[src/rtl/card_entry_pkg.sv]
package card_entry_pkg;

  localparam logic [1:0] PLAY_STAND  = 2'b00;
  localparam logic [1:0] PLAY_HIT    = 2'b01;
  localparam logic [1:0] PLAY_DOUBLE = 2'b10;
  localparam logic [1:0] PLAY_SPLIT  = 2'b11;

  localparam int unsigned CODE_TOP = 13;
  localparam int unsigned TEN_VAL  = 10;
  localparam int unsigned DIGIT_MAX = 9;

  // Card worth from two entered digits; 0 marks an unusable code.
  function automatic int unsigned code_value(int unsigned hi, int unsigned lo);
    int unsigned code;
    code = hi * 10 + lo;
    if (code >= 1 && code <= 9) return code;
    if (code >= 10 && code <= CODE_TOP) return TEN_VAL;
    return 0;
  endfunction

  // Saturating addition for the running player sum.
  function automatic int unsigned sat_sum(int unsigned a, int unsigned b, int unsigned lim);
    if (a + b > lim) return lim;
    return a + b;
  endfunction

endpackage

[src/rtl/card_key_assembler.sv]
module card_key_assembler
  import card_entry_pkg::*;
#(
  parameter int DIG_W = 4,
  parameter int VAL_W = 4
) (
  input  logic             clk,
  input  logic             rst_n,
  input  logic             clr,
  input  logic             digit_vld,
  input  logic [DIG_W-1:0] digit_val,
  input  logic             plyr_enter,
  input  logic             dlr_enter,
  output logic             card_evt,
  output logic             card_dlr,
  output logic [VAL_W-1:0] card_val
);

  logic             second_q;
  logic             held_vld_q;
  logic [DIG_W-1:0] held_q;
  logic [DIG_W-1:0] first_q;

  logic         digit_ok;
  logic         first_take;
  logic         finish;
  int unsigned  code_v;

  assign digit_ok   = digit_vld && (32'(digit_val) <= DIGIT_MAX);
  assign first_take = !second_q && held_vld_q && plyr_enter;
  assign finish     = second_q && held_vld_q && (plyr_enter || dlr_enter);
  assign code_v     = code_value(32'(first_q), 32'(held_q));

  assign card_evt = finish && (code_v != 0);
  assign card_dlr = !plyr_enter;
  assign card_val = VAL_W'(code_v);

  always_ff @(posedge clk) begin
    if (!rst_n || clr) begin
      second_q   <= 1'b0;
      held_vld_q <= 1'b0;
      held_q     <= '0;
      first_q    <= '0;
    end else begin
      if (first_take) begin
        first_q  <= held_q;
        second_q <= 1'b1;
      end
      if (finish) second_q <= 1'b0;
      if (digit_ok) begin
        held_q     <= digit_val;
        held_vld_q <= 1'b1;
      end else if (first_take || finish) begin
        held_vld_q <= 1'b0;
      end
    end
  end

endmodule

[src/rtl/card_hand_store.sv]
module card_hand_store
  import card_entry_pkg::*;
#(
  parameter int VAL_W = 4,
  parameter int SUM_W = 5
) (
  input  logic             clk,
  input  logic             rst_n,
  input  logic             card_evt,
  input  logic             card_dlr,
  input  logic [VAL_W-1:0] card_val,
  input  logic             clr_all,
  input  logic             clr_sum,
  input  logic             hit_open,
  output logic             hand_vld,
  output logic             accept,
  output logic [VAL_W-1:0] dlr_card,
  output logic [VAL_W-1:0] p1_card,
  output logic [SUM_W:0]   p2_card,
  output logic             use_total
);

  localparam int unsigned SUM_MAX = (1 << SUM_W) - 1;
  localparam logic [VAL_W-1:0] ACE = VAL_W'(1);

  logic             dlr_vld_q, r1_vld_q, r2_full_q;
  logic [VAL_W-1:0] dlr_q, r1_q;
  logic [SUM_W-1:0] r2_q;

  logic plyr_acc, dlr_acc, steer_ace;

  assign accept    = card_evt && !hand_vld;
  assign dlr_acc   = accept && card_dlr && !dlr_vld_q;
  assign plyr_acc  = accept && !card_dlr && !(r1_vld_q && r2_full_q);
  assign steer_ace = (card_val == ACE) && (r1_q != ACE);

  always_ff @(posedge clk) begin
    if (!rst_n || clr_all) begin
      dlr_vld_q <= 1'b0;
      r1_vld_q  <= 1'b0;
      r2_full_q <= 1'b0;
      dlr_q     <= '0;
      r1_q      <= '0;
      r2_q      <= '0;
    end else if (clr_sum) begin
      r2_full_q <= 1'b0;
      r2_q      <= '0;
    end else if (hit_open) begin
      r2_full_q <= 1'b0;
    end else begin
      if (dlr_acc) begin
        dlr_vld_q <= 1'b1;
        dlr_q     <= card_val;
      end
      if (plyr_acc) begin
        if (!r1_vld_q) begin
          r1_vld_q <= 1'b1;
          r1_q     <= card_val;
        end else if (steer_ace) begin
          r1_q      <= ACE;
          r2_q      <= SUM_W'(sat_sum(32'(r2_q), 32'(r1_q), SUM_MAX));
          r2_full_q <= 1'b1;
        end else begin
          r2_q      <= SUM_W'(sat_sum(32'(r2_q), 32'(card_val), SUM_MAX));
          r2_full_q <= 1'b1;
        end
      end
    end
  end

  assign hand_vld  = dlr_vld_q && r1_vld_q && r2_full_q;
  assign use_total = r1_vld_q && (r1_q == ACE) && (32'(r2_q) > TEN_VAL);
  assign dlr_card  = dlr_q;
  assign p1_card   = r1_q;
  assign p2_card   = {1'b0, r2_q} + (SUM_W+1)'(use_total);

endmodule

[src/rtl/card_play_seq.sv]
module card_play_seq
  import card_entry_pkg::*;
#(
  parameter int SPLIT_W = 3
) (
  input  logic               clk,
  input  logic               rst_n,
  input  logic               hand_clr,
  input  logic               play_vld,
  input  logic [1:0]         play_code,
  input  logic               hand_vld,
  output logic               act,
  output logic               clr_all,
  output logic               clr_sum,
  output logic               hit_open,
  output logic [SPLIT_W-1:0] split_cnt
);

  localparam logic [SPLIT_W-1:0] SPLIT_MAX = {SPLIT_W{1'b1}};

  logic [SPLIT_W-1:0] cnt_q;
  logic ends, do_split, pending;

  assign act      = play_vld && hand_vld && !hand_clr;
  assign ends     = act && (play_code == PLAY_STAND || play_code == PLAY_DOUBLE);
  assign do_split = act && (play_code == PLAY_SPLIT);
  assign pending  = (cnt_q != '0);

  assign clr_all  = hand_clr || (ends && !pending);
  assign clr_sum  = do_split || (ends && pending);
  assign hit_open = act && (play_code == PLAY_HIT);

  always_ff @(posedge clk) begin
    if (!rst_n || hand_clr) begin
      cnt_q <= '0;
    end else if (do_split) begin
      if (cnt_q != SPLIT_MAX) cnt_q <= cnt_q + 1'b1;
    end else if (ends && pending) begin
      cnt_q <= cnt_q - 1'b1;
    end
  end

  assign split_cnt = cnt_q;

endmodule

[src/rtl/card_entry_ctrl.sv]
module card_entry_ctrl
  import card_entry_pkg::*;
#(
  parameter int DIG_W   = 4,
  parameter int VAL_W   = 4,
  parameter int SUM_W   = 5,
  parameter int SPLIT_W = 3
) (
  input  logic               clk,
  input  logic               rst_n,
  input  logic               digit_vld,
  input  logic [DIG_W-1:0]   digit_val,
  input  logic               plyr_enter,
  input  logic               dlr_enter,
  input  logic               hand_clr,
  input  logic               play_vld,
  input  logic [1:0]         play_code,
  output logic               hand_vld,
  output logic [VAL_W-1:0]   dlr_card,
  output logic [VAL_W-1:0]   p1_card,
  output logic [SUM_W:0]     p2_card,
  output logic               use_total,
  output logic [SPLIT_W-1:0] split_cnt
);

  logic             card_evt_w, card_dlr_w, accept_w;
  logic [VAL_W-1:0] card_val_w;
  logic             clr_all_w, clr_sum_w, hit_open_w, play_act_w;

  card_key_assembler #(.DIG_W(DIG_W), .VAL_W(VAL_W)) u_keys (
    .clk        (clk),
    .rst_n      (rst_n),
    .clr        (hand_clr),
    .digit_vld  (digit_vld),
    .digit_val  (digit_val),
    .plyr_enter (plyr_enter),
    .dlr_enter  (dlr_enter),
    .card_evt   (card_evt_w),
    .card_dlr   (card_dlr_w),
    .card_val   (card_val_w)
  );

  card_hand_store #(.VAL_W(VAL_W), .SUM_W(SUM_W)) u_store (
    .clk       (clk),
    .rst_n     (rst_n),
    .card_evt  (card_evt_w),
    .card_dlr  (card_dlr_w),
    .card_val  (card_val_w),
    .clr_all   (clr_all_w),
    .clr_sum   (clr_sum_w),
    .hit_open  (hit_open_w),
    .hand_vld  (hand_vld),
    .accept    (accept_w),
    .dlr_card  (dlr_card),
    .p1_card   (p1_card),
    .p2_card   (p2_card),
    .use_total (use_total)
  );

  card_play_seq #(.SPLIT_W(SPLIT_W)) u_play (
    .clk       (clk),
    .rst_n     (rst_n),
    .hand_clr  (hand_clr),
    .play_vld  (play_vld),
    .play_code (play_code),
    .hand_vld  (hand_vld),
    .act       (play_act_w),
    .clr_all   (clr_all_w),
    .clr_sum   (clr_sum_w),
    .hit_open  (hit_open_w),
    .split_cnt (split_cnt)
  );

endmodule

[config.mk]
export PLATFORM = sky130hd
export DESIGN_NAME = card_entry_ctrl
export DESIGN_NICKNAME = d
export VERILOG_FILES = /design/src/rtl/card_entry_pkg.sv /design/src/rtl/card_key_assembler.sv /design/src/rtl/card_hand_store.sv /design/src/rtl/card_play_seq.sv /design/src/rtl/card_entry_ctrl.sv
export SDC_FILE = /design/constraint.sdc
export NUM_CORES = 1
export LEC_CHECK = 0
export BUFFER_PORTS_ARGS = -buffer_cell sky130_fd_sc_hd__buf_4
export CORE_ASPECT_RATIO = 0.5
export CORE_MARGIN = 8
export CORE_UTILIZATION = 62
export CTS_CLUSTER_SIZE = 14
export DETAILED_ROUTE_END_ITERATION = 12
export PLACE_DENSITY = 0.95
export SLEW_MARGIN = 5
export SYNTH_ARGS = -nofsm -noshare
export SYNTH_HDL_FRONTEND = slang
export SYNTH_SLANG_ARGS = --single-unit
[constraint.sdc]
create_clock -name clk -period 8.9 [get_ports clk]
set_input_delay 0.89 -clock clk [delete_from_list [all_inputs] [get_ports clk]]
set_output_delay 0.89 -clock clk [all_outputs]
set_load 0.01 [all_outputs]
After elaboration in Yosys (flattened, before gate mapping)
Cells that the tools add are included.
- flip-flop bits (word level): 29
- bits of input ports: 13
- $add $sub $neg: 6
- $mul: 1
- order comparisons: 8
- equal/unequal tests: 9
- multiplexer cells: 33
- bitwise logic cells: 2
- reductions and logical operators: 55
- operators by type and width (cell ; count):
    2-to-1 mux 32 bit ; 4
    less-or-equal comparator 32 x 4 -> 1 bit (second input constant) ; 2
    >= comparator 32 x 1 -> 1 bit (second input constant) ; 1
    >= comparator 32 x 4 -> 1 bit (second input constant) ; 1
    nonzero test 32 bit ; 1
    logical AND 1 bit ; 26
    2-to-1 mux 5 bit ; 5
    2-to-1 mux 1 bit ; 19
    adder 5 x 4 -> 6 bit ; 2
    > comparator 6 x 5 -> 1 bit (second input constant) ; 2
    adder 8 x 4 -> 9 bit ; 1
    2-to-1 mux 3 bit ; 3
    AND reduction 3 bit ; 3
    == test 4 x 1 -> 1 bit (second input constant) ; 2
    zero test 1 bit ; 8
    2-to-1 mux 4 bit ; 2
    logical OR 1 bit ; 7
    multiplier 4 x 3 -> 7 bit (second input constant) ; 1
    adder 5 x 1 -> 6 bit ; 1
    > comparator 5 x 4 -> 1 bit (second input constant) ; 1
    == test 2 bit (second input constant) ; 2
    less-or-equal comparator 4 bit (second input constant) ; 1
    != test 2 bit (second input constant) ; 2
    != test 4 x 1 -> 1 bit (second input constant) ; 1
    other kinds (12) ; 16

Logic depth before layout (Yosys ltp)
Gate-level depths: netlist of the first run.
- depth in word-level cells: 19
- mapped depth: 19
- mapped depth without buffers: 18

Cells and area by module
Synthesis of the first run repeated with hierarchy kept, for this count alone.
- cell total of the unflattened synthesis: 238
- area total of the unflattened synthesis: 2104.5 sq um
- by module, submodules not included (module ; times used ; cells each ; area each (sq um) ; sequential area each (sq um)):
    card_hand_store ; 1 ; 133 ; 1154.9 ; 320.3
    card_key_assembler ; 1 ; 73 ; 691.9 ; 200.2
    card_play_seq ; 1 ; 32 ; 257.7 ; 60.1

Worst setup path after synthesis of the first run
Ideal clock, no wire load.
- path type: reg2reg
- start: register u_keys.first_q[1]
- end: register u_store.r2_q[4]
- setup time: 116 ps
- arrival time: 3987 ps
- required time: 8784 ps
- slack: 4797 ps
- cell stages (with the launch flop): 19
- path buffers: 1
- cells stage by stage: dfxtp_1 -> ha_1 -> ha_1 -> inv_1 -> fa_1 -> xnor2_1 -> or4b_1 -> a32o_2 -> or2_1 -> buf_2 -> nor2b_1 -> inv_1 -> fa_1 -> nor2b_1 -> nand3_1 -> o32a_1 -> o32a_1 -> mux2i_1 -> nor2_1
- word-level cells in the longest chain between the ends: 19
- RTL lines (what ; line ; RTL):
    start: declaration ; card_key_assembler.sv:22 ; logic [DIG_W-1:0] first_q;
    start signal: assignment ; card_key_assembler.sv:46 ; first_q <= held_q;
    multiplier 4 x 3 -> 7 bit (*) ; card_entry_pkg.sv:15 ; code = hi * 10 + lo;
    adder 8 x 4 -> 9 bit (*) ; card_entry_pkg.sv:15 ;
    >= comparator 32 x 1 -> 1 bit, or another cell as far along ; card_entry_pkg.sv:16 ; if (code >= 1 && code <= 9) return code;
    logical AND 1 bit, on equally long branches ; card_entry_pkg.sv:16, card_entry_pkg.sv:17 ;
    2-to-1 mux 32 bit / 2-to-1 mux 1 bit (equally long branches) ; card_entry_pkg.sv:16, card_entry_pkg.sv:17 ;
    2-to-1 mux 32 bit / 2-to-1 mux 1 bit (equally long branches) ; card_entry_pkg.sv:17 ; if (code >= 10 && code <= CODE_TOP) return TEN_VAL;
    2-to-1 mux 32 bit ; card_entry_pkg.sv:18 ; return 0;
    2-to-1 mux 32 bit (*) ; card_entry_pkg.sv:17 ;
    via card_val_w[1] ; card_entry_ctrl.sv:27 ; logic [VAL_W-1:0] card_val_w;
    [... 3 more ...] ; n/a ;
    2-to-1 mux 1 bit ; card_hand_store.sv:59 ; end else if (steer_ace) begin
    2-to-1 mux 1 bit ; card_hand_store.sv:56 ; if (!r1_vld_q) begin
    2-to-1 mux 1 bit ; card_hand_store.sv:55 ; if (plyr_acc) begin
    2-to-1 mux 1 bit ; card_hand_store.sv:48 ; end else if (hit_open) begin
    2-to-1 mux 1 bit ; card_hand_store.sv:45 ; end else if (clr_sum) begin
    2-to-1 mux 1 bit ; card_hand_store.sv:38 ; if (!rst_n || clr_all) begin
    2-to-1 mux 5 bit ; card_entry_pkg.sv:24 ; return a + b;
    2-to-1 mux 5 bit ; card_hand_store.sv:59 ;
    end signal: assignment ; card_hand_store.sv:61 ; r2_q <= SUM_W'(sat_sum(32'(r2_q), 32'(r1_q), SUM_MAX));
    end signal: assignment ; card_hand_store.sv:64 ; r2_q <= SUM_W'(sat_sum(32'(r2_q), 32'(card_val), SUM_MAX));
    end: declaration ; card_hand_store.sv:28 ; logic [SUM_W-1:0] r2_q;
Mark *: on every way through the listed nets, which the timed path passes. The rest lies on a longest branch. The select of a mux whose other input is x is not followed.
A chain may end at the register's enable or synchronous reset.

Final worst setup path of the first run
Same ends and word-level chain as after synthesis.

==> results.json, run 1 <==
{
  "status": "complete, no violations",
  "setup_viol": 0,
  "area_growth_pct": 16.4,
  "switchingPower_mw": 0.0603,
  "final_common_cell": "nor2_1",
  "path_cells": "ha_1, ha_1, inv_1, fa_1, xnor2_1, or4b_1, a32o_2, or2_1, nor2b_1, inv_1, fa_1, nor2b_1, nand3_1, o32a_1, o32a_1, mux2i_1, nor2_1",
  "cts_tree": "yes",
  "cts_made_buffers": 5,
  "synth.yosys.seq_area_share_pct": 26.6,
  "hold_viol": 0,
  "place_congestion": 0.930,
  "startpoint_type": "flip-flop",
  "h-tree-depth": 2,
  "fin_skew_ns": 0.00416,
  "rsz0062_at_grt": "no",
  "seq_power_share_pct": 50.4,
  "powerDensity_nw_per_um2": 102,
  "comb_power_share_pct": 7.3,
  "grt_pass1_wl_um": 9020,
  "synth_edf_count": 0,
  "grt_max_degree": 18,
  "critical-path-max-stage-delay_ns": 0.49,
  "synth_ff_type": "dfxtp_1",
  "coreArea_um2": 3400,
  "tightest_slew_ns": 0.944,
  "min-delay-start": "u_keys.second_q",
  "clkTransAtPathRegs_ns": 0.06,
  "cp-end-kind": "flip-flop",
  "netlist_area_um2": 2190,
  "syn_nets": 291,
  "synth.top_cell.area_share_pct": 26.6,
  "period_minus_slack_ns": 4.46,
  "clkPwrFrac_pct": 42.3,
  "finalSetupTns_ns": 0,
  "postSynthCellCount": 256,
  "fin_cells": 339,
  "cp_top_family": "simple AND/OR/NAND/NOR gates",
  "dieHeight_um": 58.0,
  "max_cap_viol_count": 0,
  "dp.cells": 332,
  "drtPass1Iterations": 5,
  "vias_per_cell": 6.02,
  "nNetsFinal": 323,
  "cts_buffer_depth": 2,
  "clk_latency_ns": 0.28,
  "avgSynthCellArea_um2": 8.54,
  "cpMaxStageDelayCell": "or4b_1",
  "slew_viol_final": 0,
  "die_x_um": 100,
  "power.internal_mw": 0.200,
  "netSwitchingFraction_pct": 23.2,
  "grt.overflow.total": 0,
  "critPathArrivalTime_ns": 4.63,
  "drtIter0Drc": 94,
  "required_ns": 9.07,
  "avgRoutedWirePerCell_um": 16.2,
  "path_max_fanout": 8,
  "max_freq_ghz": 0.224,
  "timing.rr.start": "u_keys.first_q[1]",
  "synth_cell_types": 50,
  "port_buffers": 31,
  "fin_crit_sh_pct": 50.2,
  "critical_path_class": "flip-flop to flip-flop",
  "cts_resized": 0,
  "startpoint": "u_keys.first_q[1]",
  "grt_pass1_vias": 2000,
  "die-area_um2": 5800,
  "antenna_found_initial": 0,
  "cts_hold_repair.buffers": 0,
  "diodes": 0,
  "ys_top_cells_by_area": "dfxtp_1, ha_1, nor2_1",
  "synth_area_leader_cell": "dfxtp_1",
  "irDropWorstVdd_mv": 0.112,
  "final_cell_mix": "nor2_1, buf_4, dfxtp_1, inv_1, ha_1",
  "grt_usage_pct": 19.3,
  "whs_ns": 0.498,
  "async_reset_ff_share_pct": 0,
  "cts-root-buf": "clkbuf_8",
  "via_count": 2041,
  "routed_wl_um": 5480,
  "post_cts_buffers": 0,
  "p_leak_nw": 1.13,
  "layout-drive-gt1-share_pct": 16.3,
  "num_rows": 15,
  "antenna_left": 0,
  "path_buf_inv": 2,
  "hold_path.class": "flip-flop to flip-flop",
  "drc": 0,
  "floorplan.initialDensity_pct": 64.3,
  "place_hpwl_um": 4160,
  "io_pins": 32,
  "ys_seq_elements": 29,
  "synth_warnings": 0,
  "cts_sinks": 29,
  "slew_headroom_pct": 35.4
}
## logic make-up after synthesis
logic type | count (synthesis) | share of synthesized area, %
buffers and inverters | 25 | 4.41
and+or+nand+nor | 100 | 24.4
AOI/OAI and AO/OA | 54 | 19.1
DFF | 29 | 26.6
xor gates and xnor gates | 13 | 5.21
adders and majority gates | 22 | 14.3
muxes | 13 | 5.95
## layout make-up
| cell class | count | area (um2) |
|---|---|---|
| sequential | 29 | 581 |
| tap | 51 | 63.8 |
| fill | 246 | 853 |
| clock buffer | 7 | 86.3 |
| inverter | 19 | 71.3 |
| multi-input combinational | 202 | 1510 |
| timing repair buffer | 31 | 233 |
## power groups by stage
| stage | logic [mW] | registers (mW) | clock network, mW |
|---|---|---|---|
| after global routing | 0.0207 | 0.131 | 0.115 |
| after CTS | 0.0186 | 0.131 | 0.110 |
| final | 0.0190 | 0.131 | 0.110 |
| after detailed placement | 0.0184 | 0.134 | 0 |
| after floorplan | 0.0106 | 0.134 | 0 |
| after global placement | 0.0175 | 0.134 | 0 |
## stage by stage
stage	setup WS (ns)	area [um2]	util, %	power (mW)
2_1_floorplan	4.80	2190	-	0.144
3_3_place_gp	4.68	2460	72.3	0.151
3_5_place_dp	4.51	2460	72.3	0.152
4_1_cts	4.47	2540	74.9	0.260
5_1_grt	4.25	2540	74.9	0.267
6_report	4.44	2540	74.9	0.260
## per-layer routing
layer	vias up	track usage, %	wire length [um]
met5	-	0	0
met4	0	10.4	178
met3	23	5.13	334
met2	91	33.8	2660
met1	948	21.0	2300
li1	979	-	-
## worst min-delay path: stages (launching register included)
cell	delay (ns)
dfxtp_1	0.33
nand2_1	0.06
a21oi_1	0.06
## final timing paths
kind / cells after the start / end / slack [ns]
setup reg to reg: 17 / u_store.r2_q[4] / 4.44
setup / recovery: 17 / u_store.r2_q[4] / 4.44
hold / removal: 2 / u_keys.second_q / 0.50
hold reg to reg: 2 / u_keys.second_q / 0.50
## synth_stat cells, drive strengths merged (3+ instances only)
cell type   n
a21oi      12
a31oi       3
nand2      15
buf         3
nor2       39
clkbuf      3
nand3b      3
nor3        7
o21ai       6
inv        19
xor2        6
dfxtp      29
nor2b       6
and2b       3
xnor2       7
nor4        4
nand3       9
mux2i      13
nand2b      4
a21o        7
a32o        4
o21a        3
o32a        3
ha         17
a32oi       3
fa          5
## sequential cells by signal, summed over array words and instances (netlist names)
signal,cells
u_store.r1_vld_q,1
u_store.dlr_card,4
u_keys.second_q,1
u_keys.held_vld_q,1
u_store.dlr_vld_q,1
u_keys.held_q,4
u_play.split_cnt,3
u_store.r2_full_q,1
u_store.p1_card,4
u_store.r2_q,5
u_keys.first_q,4
No activity file was read; power rests on OpenSTA's default activity.
==> run 2, diff against run 1 <==
Settings changed: ABC_AREA set to 1, CORE_UTILIZATION 62 to 57, PLACE_DENSITY 0.95 to 0.89.
Clock period 8.9 ns to 4.4 ns, I/O delays scaled along.
==> results.json, run 2 <==
{
  "status": "complete, no violations",
  "avgSynthCellArea_um2": 6.59,
  "cpMaxStageDelayCell": "fa_1",
  "tightest_slew_ns": 0.417,
  "avgRoutedWirePerCell_um": 12.9,
  "port_buffers": 31,
  "cp-end-kind": "flip-flop",
  "die-area_um2": 6160,
  "power.total_mw": 0.532,
  "grt_pass1_vias": 2109,
  "powerDensity_nw_per_um2": 210,
  "fin_crit_sh_pct": 90.0,
  "ys_top_cells_by_area": "dfxtp_1, nand2_1, ha_1",
  "hold_viol": 0,
  "antenna_left": 0,
  "power.internal_mw": 0.392,
  "area_growth_pct": 16.5,
  "path_buf_inv": 2,
  "p_leak_nw": 1.26,
  "h-tree-depth": 2,
  "largest-register": "u_store.r2_q",
  "netSwitchingFraction_pct": 26.2,
  "syn_nets": 365,
  "max_cap_viol_count": 0,
  "floorplan.initialDensity_pct": 61.3,
  "final_cell_area_um2": 2530,
  "netlist_area_um2": 2170,
  "vias_per_cell": 5.25,
  "synth_area_leader_cell": "dfxtp_1",
  "synth_commonest_cells": "nand2_1, inv_1, nor2_1, dfxtp_1, a21oi_1",
  "place_congestion": 0.904,
  "dieHeight_um": 59.7,
  "clkPwrFrac_pct": 40.8,
  "cts_hold_repair.buffers": 0,
  "rsz0062_at_grt": "no",
  "slew_viol_final": 0,
  "io_pins": 32,
  "layout-drive-gt1-share_pct": 14.8,
  "grt_pass1_wl_um": 8980,
  "nNetsFinal": 400,
  "critical-path-max-stage-delay_ns": 0.44,
  "postSynthCellCount": 330,
  "grt_usage_pct": 18.7,
  "required_ns": 4.58,
  "synth_cell_types": 31,
  "drtPass1Iterations": 4,
  "synth_ff_type": "dfxtp_1",
  "cts_buffer_depth": 2,
  "cts_resized": 0,
  "path_cells": "ha_1, ha_1, inv_1, fa_1, nor2_1, nand3_1, xnor2_1, nor2_4, nand2_1, nor2_1, ha_1, inv_1, nor2_1, nor2_1, nor2_1, o21ai_0, o21ai_0, nand2_1, o21ai_0, nor2_1, nor2_1",
  "place_hpwl_um": 4260,
  "final_common_cell": "nand2_1",
  "switchingPower_mw": 0.139,
  "startpoint_type": "flip-flop",
  "hold_path.class": "primary input to flip-flop",
  "seq_power_share_pct": 50.2,
  "antenna_found_initial": 0,
  "yosysMostFrequentCell": "nand2_1",
  "routed_wl_um": 5360,
  "final_util_pct": 71.4,
  "drtIter0Drc": 83,
  "setup_viol": 0,
  "clkTransAtPathRegs_ns": 0.07,
  "drc": 0,
  "largest_reg_flops": 5,
  "layout_setup_ws_ns": 0.441,
  "synth.top_cell.area_share_pct": 26.7,
  "synth_warnings": 0,
  "grt_max_degree": 14,
  "grt.overflow.total": 0,
  "critPathArrivalTime_ns": 4.14,
  "critical_path_class": "flip-flop to flip-flop",
  "ys_seq_elements": 29,
  "path_max_fanout": 7,
  "max_freq_ghz": 0.253,
  "clk_latency_ns": 0.29,
  "cts-root-buf": "clkbuf_8",
  "dp_slack_ns": 0.559,
  "synth_edf_count": 0,
  "cts_tree": "yes",
  "via_count": 2189,
  "fin_skew_ns": 0.00347,
  "die_x_um": 103,
  "placed_area_um2": 2450,
  "crit_top_cell": "nor2_1",
  "post_cts_buffers": 0,
  "cts_made_buffers": 5,
  "cts_sinks": 29,
  "comb_power_share_pct": 9.0,
  "async_reset_ff_share_pct": 0,
  "irDropWorstVdd_mv": 0.122,
  "slew_headroom_pct": 71.9,
  "num_rows": 15,
  "diodes": 0,
  "synth.yosys.seq_area_share_pct": 26.7,
  "coreArea_um2": 3550,
  "final_cell_mix": "nand2_1, inv_1, nor2_1, buf_4, dfxtp_1",
  "finalSetupTns_ns": 0,
  "cp_top_family": "simple AND/OR/NAND/NOR gates",
  "period_minus_slack_ns": 3.96
}
==> run 2: changes by cell type in the layout (fill, tap and decap cells not counted), moves of 4 or more <==
cell,delta
a21o_1,-6
a21oi_1,+14
inv_1,+36
nor2b_1,-6
mux2i_1,-13
nand4_1,+4
nand3_1,+13
o21ai_0,+20
nand2b_1,-4
xnor2_1,-5
nand2_1,+58
nand2_2,+4
==> run 2: metrics by stage <==
step | hold WS [ns] | instances
finish | 0.391 | 417
global route | 0.416 | 417
CTS | 0.388 | 417
detailed placement | 0.463 | 409
global placement | 0.438 | 409
floorplan | 0.426 | 330
==> run 2: area by class of cell <==
cell class / instances / area, um2
clock buffer: 6 / 72.6
clock inverter: 2 / 10.0
fill: 270 / 1010
inverter: 57 / 214
multi-input combinational: 241 / 1360
sequential: 29 / 581
tap: 51 / 63.8
timing repair buffer: 31 / 233
==> run 2: metal layers <==
metal  GRT usage, %  share of wire (%)  up-vias
met1           21.3                 43      985
li1               -                  -     1131
met4           11.0                3.1        0
met5              0                  0        -
met3           4.17                5.1       17
met2           31.7                 49       56
==> run 2: final timing paths <==
check | start | slack (ns) | depth (start not counted) | end
min | digit_val[3] | 0.39 | 3 | u_keys.held_q[3]
min reg2reg | u_store.dlr_card[2] | 0.47 | 2 | u_store.dlr_card[2]
max | u_keys.first_q[1] | 0.44 | 21 | u_store.r2_q[2]
max reg2reg | u_keys.first_q[1] | 0.44 | 21 | u_store.r2_q[2]
==> run 2: worst reg2reg max path, delay by kind of cell (launching register included) <==
family / cells / cell delay [ns]
AOI/OAI and AO/OA: 3 / 0.60
xor gates and xnor gates: 1 / 0.17
adders and majority gates: 4 / 1.26
DFF: 1 / 0.33
and+or+nand+nor: 11 / 1.34
buffers and inverters: 2 / 0.16
==> run 2: power groups by stage <==
stage                     sequential [mW]  clock [mW]  combinational, mW
final                               0.267       0.217             0.0479
after global routing                0.267       0.230             0.0545
after CTS                           0.267       0.217             0.0475
after detailed placement            0.273           0             0.0474
after global placement              0.273           0             0.0453
after floorplan                     0.272           0             0.0313
==> run 2: cells by family after synthesis <==
logic type	share of synthesized area, %
compound gates	14.3
xor+xnor	2.02
fa+ha+maj	14.4
buf+inv	10.8
flops	26.7
simple gates	31.8
==> run 3, diff against run 2 <==
Settings changed: ABC_AREA 1 to not set.
==> results.json, run 3 (synthesis gave the netlist of run 1 again) <==
{
  "drtIter0Drc": 198,
  "area_growth_pct": 17.8,
  "path_max_fanout": 4,
  "antenna_left": 0,
  "avgRoutedWirePerCell_um": 16.2,
  "via_count": 2042,
  "grt_usage_pct": 17.8,
  "slew_headroom_pct": 43.6,
  "final_cell_mix": "nor2_1, buf_4, dfxtp_1, inv_1, ha_1",
  "critical_path_class": "flip-flop to flip-flop",
  "slew_viol_final": 0,
  "fin_skew_ns": 0.00669,
  "drc": 0,
  "cts_tree": "yes",
  "cp-end-kind": "flip-flop",
  "grt_pass1_vias": 1781,
  "die_x_um": 104,
  "power.internal_mw": 0.404,
  "period_minus_slack_ns": 4.23,
  "finalSetupTns_ns": 0,
  "vias_per_cell": 5.92,
  "grt_max_degree": 18,
  "clk_latency_ns": 0.28,
  "final_common_cell": "nor2_1",
  "fin_cells": 345,
  "cts_made_buffers": 5,
  "clkTransAtPathRegs_ns": 0.06,
  "switchingPower_mw": 0.119,
  "place_congestion": 0.969,
  "irDropWorstVdd_mv": 0.0979,
  "die-area_um2": 6190,
  "cts-root-buf": "clkbuf_8",
  "hold_path.class": "primary input to flip-flop",
  "floorplan.initialDensity_pct": 57.8,
  "path_buf_inv": 2,
  "io_pins": 32,
  "place_hpwl_um": 4390,
  "nNetsFinal": 326,
  "setup_viol": 0,
  "powerDensity_nw_per_um2": 203,
  "cpMaxStageDelayCell": "or4b_1",
  "grt.overflow.total": 0,
  "required_ns": 4.57,
  "p_leak_nw": 1.15,
  "seq_power_share_pct": 50.7,
  "critical-path-max-stage-delay_ns": 0.48,
  "cp_top_family": "adder cells",
  "antenna_found_initial": 0,
  "netSwitchingFraction_pct": 22.8,
  "layout_setup_ws_ns": 0.171,
  "diodes": 0,
  "comb_power_share_pct": 7.3,
  "dieHeight_um": 59.8,
  "coreArea_um2": 3780,
  "max_cap_viol_count": 0,
  "cts_sinks": 29,
  "max_freq_ghz": 0.236,
  "port_buffers": 31,
  "grt_pass1_wl_um": 8830,
  "crit_top_cell": "ha_1",
  "startpoint_type": "flip-flop",
  "final_cell_area_um2": 2570,
  "status": "complete, no violations",
  "placed_area_um2": 2480,
  "clkPwrFrac_pct": 42.0,
  "dp.cells": 337,
  "hold_viol": 0,
  "num_rows": 16,
  "cts_hold_repair.buffers": 0,
  "rsz0062_at_grt": "no",
  "path_cells": "ha_1, ha_1, inv_1, fa_2, xnor2_1, or4b_1, a32o_2, or2_1, nor2_1, ha_1, inv_1, fa_1, nor2b_2, nand3_1, o32a_1, o32a_1, mux2i_1, nor2_1",
  "cts_buffer_depth": 2,
  "layout-drive-gt1-share_pct": 17.9,
  "largest_reg_flops": 5,
  "fin_crit_sh_pct": 96.1,
  "h-tree-depth": 2,
  "drtPass1Iterations": 5,
  "critPathArrivalTime_ns": 4.40,
  "largest-register": "u_store.r2_q",
  "tightest_slew_ns": 0.825,
  "dp_slack_ns": 0.139,
  "routed_wl_um": 5580
}
-- run 3: area by class of cell --
class,count,area (um2)
multi-input combinational,202,1510
clock buffer,7,86.3
timing repair buffer,34,255
tap,54,67.6
sequential,29,581
fill,291,1210
inverter,19,71.3
-- run 3: path summary, 6_finish.rpt --
kind              cells after the start  slack (ns)                  end           startpoint
setup reg to reg                     18        0.17      u_store.r2_q[4]    u_keys.first_q[1]
hold / removal                        3        0.41     u_keys.held_q[0]         digit_val[0]
hold reg to reg                       2        0.50  u_store.dlr_card[0]  u_store.dlr_card[0]
setup / recovery                     18        0.17      u_store.r2_q[4]    u_keys.first_q[1]
-- run 3: per-stage QoR --
stage	util, %	hold WS (ns)	power [mW]
2_1_floorplan	-	0.450	0.292
3_3_place_gp	65.4	0.469	0.307
3_5_place_dp	65.4	0.469	0.308
4_1_cts	67.7	0.401	0.525
5_1_grt	68.1	0.417	0.543
6_report	68.1	0.407	0.523
-- run 3: worst min-delay path, stage by stage --
cell     delay, ns
buf_4         0.08
mux2i_1       0.05
nor2_1        0.08
-- run 3: power groups by stage --
stage | combinational, mW | clock, mW | sequential (mW)
2_1_floorplan | 0.0213 | 0 | 0.270
3_3_place_gp | 0.0363 | 0 | 0.271
3_5_place_dp | 0.0371 | 0 | 0.271
4_1_cts | 0.0373 | 0.223 | 0.265
5_1_grt | 0.0414 | 0.237 | 0.265
6_report | 0.0380 | 0.220 | 0.265
-- run 3: per-layer routing --
| metal | global-route usage, % | vias to the layer above | wire, um |
|---|---|---|---|
| met5 | 0 | - | 0 |
| met2 | 24.1 | 90 | 2160 |
| met1 | 25.4 | 950 | 2770 |
| met3 | 6.99 | 6 | 622 |
| met4 | 3.72 | 0 | 18 |
| li1 | - | 996 | - |
-- run 3: repair_timing --
item	in CTS	in global routing
resized for setup	0	2
setup buffers	0	1
endpoints found under the setup margin	0	1
